## src/rtl/rxfmt_pkg.sv

```systemverilog
package rxfmt_pkg;

  typedef enum logic [1:0] {
    MODE_HALF   = 2'd0,
    MODE_FULL   = 2'd1,
    MODE_NIBBLE = 2'd2
  } busMode_t;

  // strobes from control to datapath
  typedef struct packed {
    logic capture;    // first edge of a slot: take the input word
    logic upperHalf;  // second edge of a slot in nibble mode
    logic packHalves; // nibble format in force
  } strobes_t;

endpackage

```

## src/rtl/rxfmt_ctrl.sv

```systemverilog
module rxfmt_ctrl
  import rxfmt_pkg::*;
(
  input  logic     clk,
  input  logic     rst,
  input  logic     modeSel,
  input  logic     rateSel,
  output busMode_t mode,
  output logic     phase,
  output logic     rbc0,
  output logic     rbc1,
  output strobes_t stb
);

  logic     slotOdd;
  busMode_t modeDec;

  always_comb begin
    if (modeSel)      modeDec = MODE_NIBBLE;
    else if (rateSel) modeDec = MODE_FULL;
    else              modeDec = MODE_HALF;
  end

  // format is captured only while reset is held
  always_ff @(posedge clk) begin
    if (rst) begin
      mode    <= modeDec;
      phase   <= 1'b0;
      slotOdd <= 1'b0;
    end else begin
      phase <= ~phase;
      if (phase) slotOdd <= ~slotOdd;
    end
  end

  // byte clock generation, registered from the internal clock
  always_ff @(posedge clk) begin
    if (rst) begin
      rbc0 <= 1'b0;
      rbc1 <= 1'b0;
    end else begin
      case (mode)
        MODE_FULL: begin
          rbc0 <= phase;
          rbc1 <= 1'b0;
        end
        MODE_NIBBLE: begin
          rbc0 <= ~phase;
          rbc1 <= 1'b0;
        end
        default: begin
          if (phase) begin
            rbc1 <= ~slotOdd;
            rbc0 <= slotOdd;
          end
        end
      endcase
    end
  end

  always_comb begin
    stb.capture    = ~phase;
    stb.packHalves = (mode == MODE_NIBBLE);
    stb.upperHalf  = phase & (mode == MODE_NIBBLE);
  end

endmodule

```

## src/rtl/rxfmt_dpath.sv

```systemverilog
module rxfmt_dpath
  import rxfmt_pkg::*;
#(
  parameter int WORD_W = 10
) (
  input  logic              clk,
  input  logic              rst,
  input  strobes_t          stb,
  input  logic              inValid,
  input  logic [WORD_W-1:0] inWord,
  input  logic              inComma,
  output logic [WORD_W-1:0] rd,
  output logic              sync
);

  localparam int HALF_W = WORD_W / 2;

  logic [HALF_W-1:0] upperHeld;
  logic              slotLive;

  always_ff @(posedge clk) begin
    if (rst) begin
      rd        <= '0;
      sync      <= 1'b0;
      upperHeld <= '0;
      slotLive  <= 1'b0;
    end else if (stb.capture) begin
      slotLive <= inValid;
      if (inValid) begin
        upperHeld <= inWord[WORD_W-1:HALF_W];
        sync      <= inComma;
        if (stb.packHalves) rd <= {{(WORD_W-HALF_W){1'b0}}, inWord[HALF_W-1:0]};
        else                rd <= inWord;
      end else begin
        sync <= 1'b0;
      end
    end else if (stb.upperHalf && slotLive) begin
      rd <= {{(WORD_W-HALF_W){1'b0}}, upperHeld};
    end
  end

endmodule

```

## src/rtl/rx_bus_formatter.sv

```systemverilog
module rx_bus_formatter
  import rxfmt_pkg::*;
#(
  parameter int WORD_W = 10
) (
  input  logic              clk,
  input  logic              rst,
  input  logic              modeSel,
  input  logic              rateSel,
  input  logic              inValid,
  input  logic [WORD_W-1:0] inWord,
  input  logic              inComma,
  output logic              rbc0,
  output logic              rbc1,
  output logic [WORD_W-1:0] rd,
  output logic              sync
);

  busMode_t mode;
  logic     phase;
  strobes_t stb;

  rxfmt_ctrl i_ctrl (
    .clk(clk), .rst(rst), .modeSel(modeSel), .rateSel(rateSel),
    .mode(mode), .phase(phase), .rbc0(rbc0), .rbc1(rbc1), .stb(stb)
  );

  rxfmt_dpath #(.WORD_W(WORD_W)) i_dpath (
    .clk(clk), .rst(rst), .stb(stb), .inValid(inValid), .inWord(inWord),
    .inComma(inComma), .rd(rd), .sync(sync)
  );

endmodule

```

## config.mk

```make
export PLATFORM = sky130hd
export DESIGN_NAME = rx_bus_formatter
export DESIGN_NICKNAME = d
export VERILOG_FILES = /design/src/rtl/rxfmt_pkg.sv /design/src/rtl/rxfmt_ctrl.sv /design/src/rtl/rxfmt_dpath.sv /design/src/rtl/rx_bus_formatter.sv
export SDC_FILE = /design/constraint.sdc
export NUM_CORES = 1
export LEC_CHECK = 0
export BUFFER_PORTS_ARGS = -buffer_cell sky130_fd_sc_hd__buf_2
export CORE_MARGIN = 5
export CORE_UTILIZATION = 44
export CTS_BUF_LIST = sky130_fd_sc_hd__clkbuf_8 sky130_fd_sc_hd__clkbuf_16
export DETAILED_ROUTE_END_ITERATION = 8
export HOLD_SLACK_MARGIN = 0.12
export MAX_ROUTING_LAYER = met4
export PLACE_DENSITY = 0.73
export SYNTH_ARGS = -nofsm -noshare
export SYNTH_HDL_FRONTEND = slang
export SYNTH_SLANG_ARGS = --single-unit
```

## constraint.sdc

```tcl
create_clock -name clk -period 1.46 [get_ports clk]
set_input_delay 0.146 -clock clk [delete_from_list [all_inputs] [get_ports clk]]
set_output_delay 0.146 -clock clk [all_outputs]
set_load 0.05 [all_outputs]
```

* Yosys cells after proc, flatten, opt, wreduce, memory -nomap -nowiden
Cells that the tools add are included.
Cells by class: reductions and logical operators 6, bitwise gates (word level) 3, muxes and demuxes 8, equality and inequality tests 3
Operator list (number):
- 10-bit 2-to-1 mux | 4
- 2-bit AND reduction | 2
- 1-bit 2-to-1 mux | 3
- 3-bit nonzero test | 1
- 3-bit OR reduction | 1
- 2-bit by 1-bit equality test with 1-bit output (second input constant) | 1
- 2-bit equality test (second input constant) | 1
- 2-bit by 1-bit inequality test with 1-bit output (second input constant) | 1
- 1-bit NOT | 2
- 1-bit one-hot mux with 2 select lines | 1
- 2-bit nonzero test | 1
- 1-bit AND | 1
- 1-bit logical AND | 1
Word-level totals: bits in registers 23, output and inout port bits 13

* Logic depth before layout (Yosys ltp)
depth in word-level cells 5, depth in mapped cells 6, depth with buffers taken out 5

* Hierarchy
Synthesis repeated with hierarchy kept, for this count alone.
Unflattened totals: cells, all modules 100, area, all modules 967.2 um^2
By module, submodules not included:
- rxfmt_dpath | seq. area each 340.3 um^2, area an instance 685.7 um^2, times used 1, cells each 73
- rxfmt_ctrl | seq. area each 140.1 um^2, area an instance 281.5 um^2, times used 1, cells each 27

* Worst setup path before layout
OpenSTA, ideal clock, no wires.
path kind register to register, from register i_ctrl.mode[1], to register i_dpath.rd[0], buffers on the path 1, data required time 1.381 ns, path slack 0.073 ns, stages on the path, launching flop included 6, arrival 1.308 ns, setup time 0.079 ns, cells stage by stage edfxtp_1 ha_1 and3_4 buf_6 or2_4 a211oi_2
Between the ends: word-level cells in the longest chain between the ends 5
RTL lines:
- start: declaration | RTL line rxfmt_ctrl.sv:8 | output busMode_t mode,
- start signal: assignment | RTL line rxfmt_ctrl.sv:27 | mode <= modeDec;
- 2-bit equality test | RTL line rxfmt_ctrl.sv:64 | stb.upperHalf = phase & (mode == MODE_NIBBLE);
- 1-bit AND | RTL line rxfmt_ctrl.sv:64
- 1-bit logical AND | RTL line rxfmt_dpath.sv:37 | end else if (stb.upperHalf && slotLive) begin
- 2-bit by 1-bit inequality test with 1-bit output (no line)
- 2-bit AND reduction (no line)
- end signal: assignment | RTL line rxfmt_dpath.sv:32 | if (stb.packHalves) rd <= {{(WORD_W-HALF_W){1'b0}}, inWord[HALF_W-1:0]};
- end signal: assignment | RTL line rxfmt_dpath.sv:33 | else rd <= inWord;
- end signal: assignment | RTL line rxfmt_dpath.sv:38 | rd <= {{(WORD_W-HALF_W){1'b0}}, upperHeld};
- end: declaration | RTL line rxfmt_dpath.sv:12 | output logic [WORD_W-1:0] rd,
No other way between the ends. A chain may end at the register's enable or synchronous reset.

* Worst setup path in the final report
from register i_ctrl.mode[1], to register i_dpath.rd[3]
The elaborated chain is that of the path after synthesis.

==> results.json <==
{
  "rows": 16,
  "coreArea_um2": 2022,
  "ys_warn_count": 0,
  "cp-startpoint": "i_ctrl.mode[1]",
  "crit_slowest_cell": "edfxtp_1",
  "outcome": "finished, final reports clean",
  "routed_wl_um": 2004,
  "dp_hpwl_um": 1474,
  "die_area_um2": 3195,
  "layout-drive-gt1-share": 0.3740,
  "worstSetupPathType": "flop to flop",
  "grt_use_total": 0.1424,
  "fmax_mhz": 728.8,
  "nets": 143,
  "end_kind": "flop",
  "cts.sinks": 23,
  "syn_nets": 107,
  "grt_first_pass_wirelength_um": 3463,
  "synth_cells": 88,
  "period_needed_ns": 1.372,
  "crit_required_ns": 1.64,
  "ant_nets": 0,
  "drt-vias-per-instance": 5.007,
  "antenna_found_initial": 0,
  "ir_worst_vdd_v": 0.0007848,
  "grt_pass1_vias": 774,
  "max-slew-margin-rel": 0.7109,
  "crit_chain": "ha_2, and3_4, or2_4, a211oi_2",
  "drtIter0Drc": 14,
  "drtPass1Iterations": 4,
  "post_cts_buffers": 0,
  "ioPinCount": 29,
  "drv_cap": 0,
  "cts-buffers-inserted": 3,
  "vias": 751,
  "synth.distinct_cells": 25,
  "htree_levels": 1,
  "wl_per_cell_um": 13.36,
  "min_from": "inComma",
  "port-buffer-count": 28,
  "gr-total-overflow": 0,
  "start_util": 0.4709,
  "die_y_um": 56.52,
  "synth_top_area_share": 0.4415,
  "synth.avg_cell_area_um2": 10.82,
  "setup_violations": 0,
  "fin_setup_tns_ns": 0,
  "worst-path-max-fanout": 7,
  "cts_tree": "built",
  "rsz0062_at_grt": "false",
  "n_antenna_cell": 0,
  "slew_violations": 0,
  "crit_arrival_ns": 1.56,
  "timing_worst_slew_pin_value_ns": 0.4336,
  "total_leakage_power_nw": 0.5333,
  "synth-edff-count": 2,
  "ys_ff_latch": 23,
  "synth-async-reset-ratio": 0,
  "holdWs_ns": 0.1262,
  "yosysTopAreaCell": "dfxtp_1",
  "skew_ns": 0.001191,
  "slowest_delay_ns": 0.43,
  "crit_path_start_kind": "flop",
  "syn_area_um2": 952.2,
  "finalHoldViolations": 0,
  "insertion_delay_ns": 0.26,
  "synth_area_leaders": "dfxtp_1 44%, a211oi_2 6.6%, edfxtp_1 6.3%",
  "drcViolationCount": 0,
  "ctsRootBufferMaster": "clkbuf_8",
  "area_growth_syn_to_layout_pct": 27.60,
  "finalWeightedCongestion": 0.7299,
  "ys_seq_area_frac": 0.5046,
  "final.period_utilization": 0.9398,
  "power.density_nw_per_um2": 1130,
  "cts_buffer_depth": 2,
  "r2r_start": "i_ctrl.mode[1]",
  "hold_path_class": "primary input to flop",
  "grt_max_degree": 21,
  "synth_ff_type": "dfxtp_1",
  "die_x_um": 56.52,
  "cts.clk_slew.worst_paths_ns": 0.07
}
-- registers in the layout (all words and copies together) (netlist names) --
| signal | flops |
|---|---|
| i_dpath.rd | 10 |
| i_ctrl.rbc1 | 1 |
| i_ctrl.slotOdd | 1 |
| i_dpath.upperHeld | 5 |
| i_ctrl.mode | 2 |
| i_ctrl.phase | 1 |
| i_dpath.slotLive | 1 |
| i_dpath.sync | 1 |
| i_ctrl.rbc0 | 1 |
-- where the power goes --
| group | switching (W) | total, W | internal (W) |
|---|---|---|---|
| logic | 0.000180 | 0.000290 | 0.000110 |
| clock network | 0.000186 | 0.000373 | 0.000187 |
| registers | 0.0000292 | 0.000710 | 0.000681 |
-- timing repair --
| item | 4_1_cts | 5_1_grt |
|---|---|---|
| hold endpoints to repair | 6 | 0 |
| resized for setup | 0 | 1 |
| setup endpoints to repair | 0 | 9 |
| hold buffers | 6 | 0 |
-- metal layers --
| layer | vias up | GRT usage | wire length (µm) |
|---|---|---|---|
| li1 | 376 | - | - |
| met1 | 344 | 0.1737 | 860 |
| met2 | 26 | 0.2112 | 974 |
| met3 | 5 | 0.04587 | 137 |
| met4 | 0 | 0.06780 | 33 |
| met5 | - | - | 0 |
-- metrics by stage --
stage          utilization  cells  setup slack, ns   power, W  cell area (µm²)
5_1_grt             0.6009    150         0.006355   0.001444             1215
2_1_floorplan            -     88          0.07278  0.0009280            952.2
6_report            0.6009    150          0.08791   0.001373             1215
3_5_place_dp        0.5476    140          0.06054   0.001002             1107
4_1_cts             0.5996    150          0.04899   0.001380             1212
3_3_place_gp        0.5476    140           0.1206  0.0009944             1107
-- cells by family after synthesis --
kind of cell,after synthesis,share of synthesized area
adders and majority gates,3,0.03943
xor gates and xnor gates,1,0.009200
AOI/OAI and AO/OA,18,0.1564
muxes,6,0.07622
buffers and inverters,8,0.05124
DFF,23,0.5046
and+or+nand+nor,29,0.1629
-- Yosys cell counts, types with 2 or more instances --
master / count
dfxtp_1: 21
nand2_1: 12
a21oi_1: 6
a211oi_2: 5
a22o_1: 5
mux2i_1: 5
nor3_1: 5
buf_2: 3
ha_1: 3
nor2_1: 3
buf_6: 2
edfxtp_1: 2
inv_1: 2
nor2b_1: 2
nor3_2: 2
-- path summary, 6_finish.rpt --
path	to	slack, ns	depth (start not counted)
worst min-delay path	i_dpath.sync	0.13	3
worst max-delay path	i_dpath.rd[3]	0.09	4
worst min register to register	i_dpath.upperHeld[2]	0.46	2
worst max register to register	i_dpath.rd[3]	0.09	4
-- layout make-up --
class | count | area, µm²
multi-input cells | 57 | 425.4
clock buffers | 3 | 41.29
fillers | 171 | 807.0
repair buffers | 37 | 222.7
well taps | 27 | 33.78
clock inverters | 1 | 3.754
inverters | 2 | 7.507
flip-flops and latches | 23 | 480.5
-- worst max-delay path, delay by kind of cell, from the launching register on --
kind / cells / cell delay, ns
flops: 1 / 0.43
fa+ha+maj: 1 / 0.21
compound gates: 1 / 0.18
simple gates: 2 / 0.48
-- placed cells by master (no fill, tap or decap), types with 2 or more instances in the layout --
cell,Yosys,layout
ha_1,3,2
nand2_1,12,12
nor3_2,2,2
mux2i_1,5,5
edfxtp_1,2,2
buf_2,3,28
nor2_1,3,3
nor2b_1,2,2
a22o_1,5,5
nor3_1,5,5
dlygate4sd3_1,0,6
a211oi_2,5,5
inv_1,2,3
dfxtp_1,21,21
clkbuf_8,0,3
buf_4,0,3
a21oi_1,6,6
Note: power is estimated with default switching activity, not from simulation.
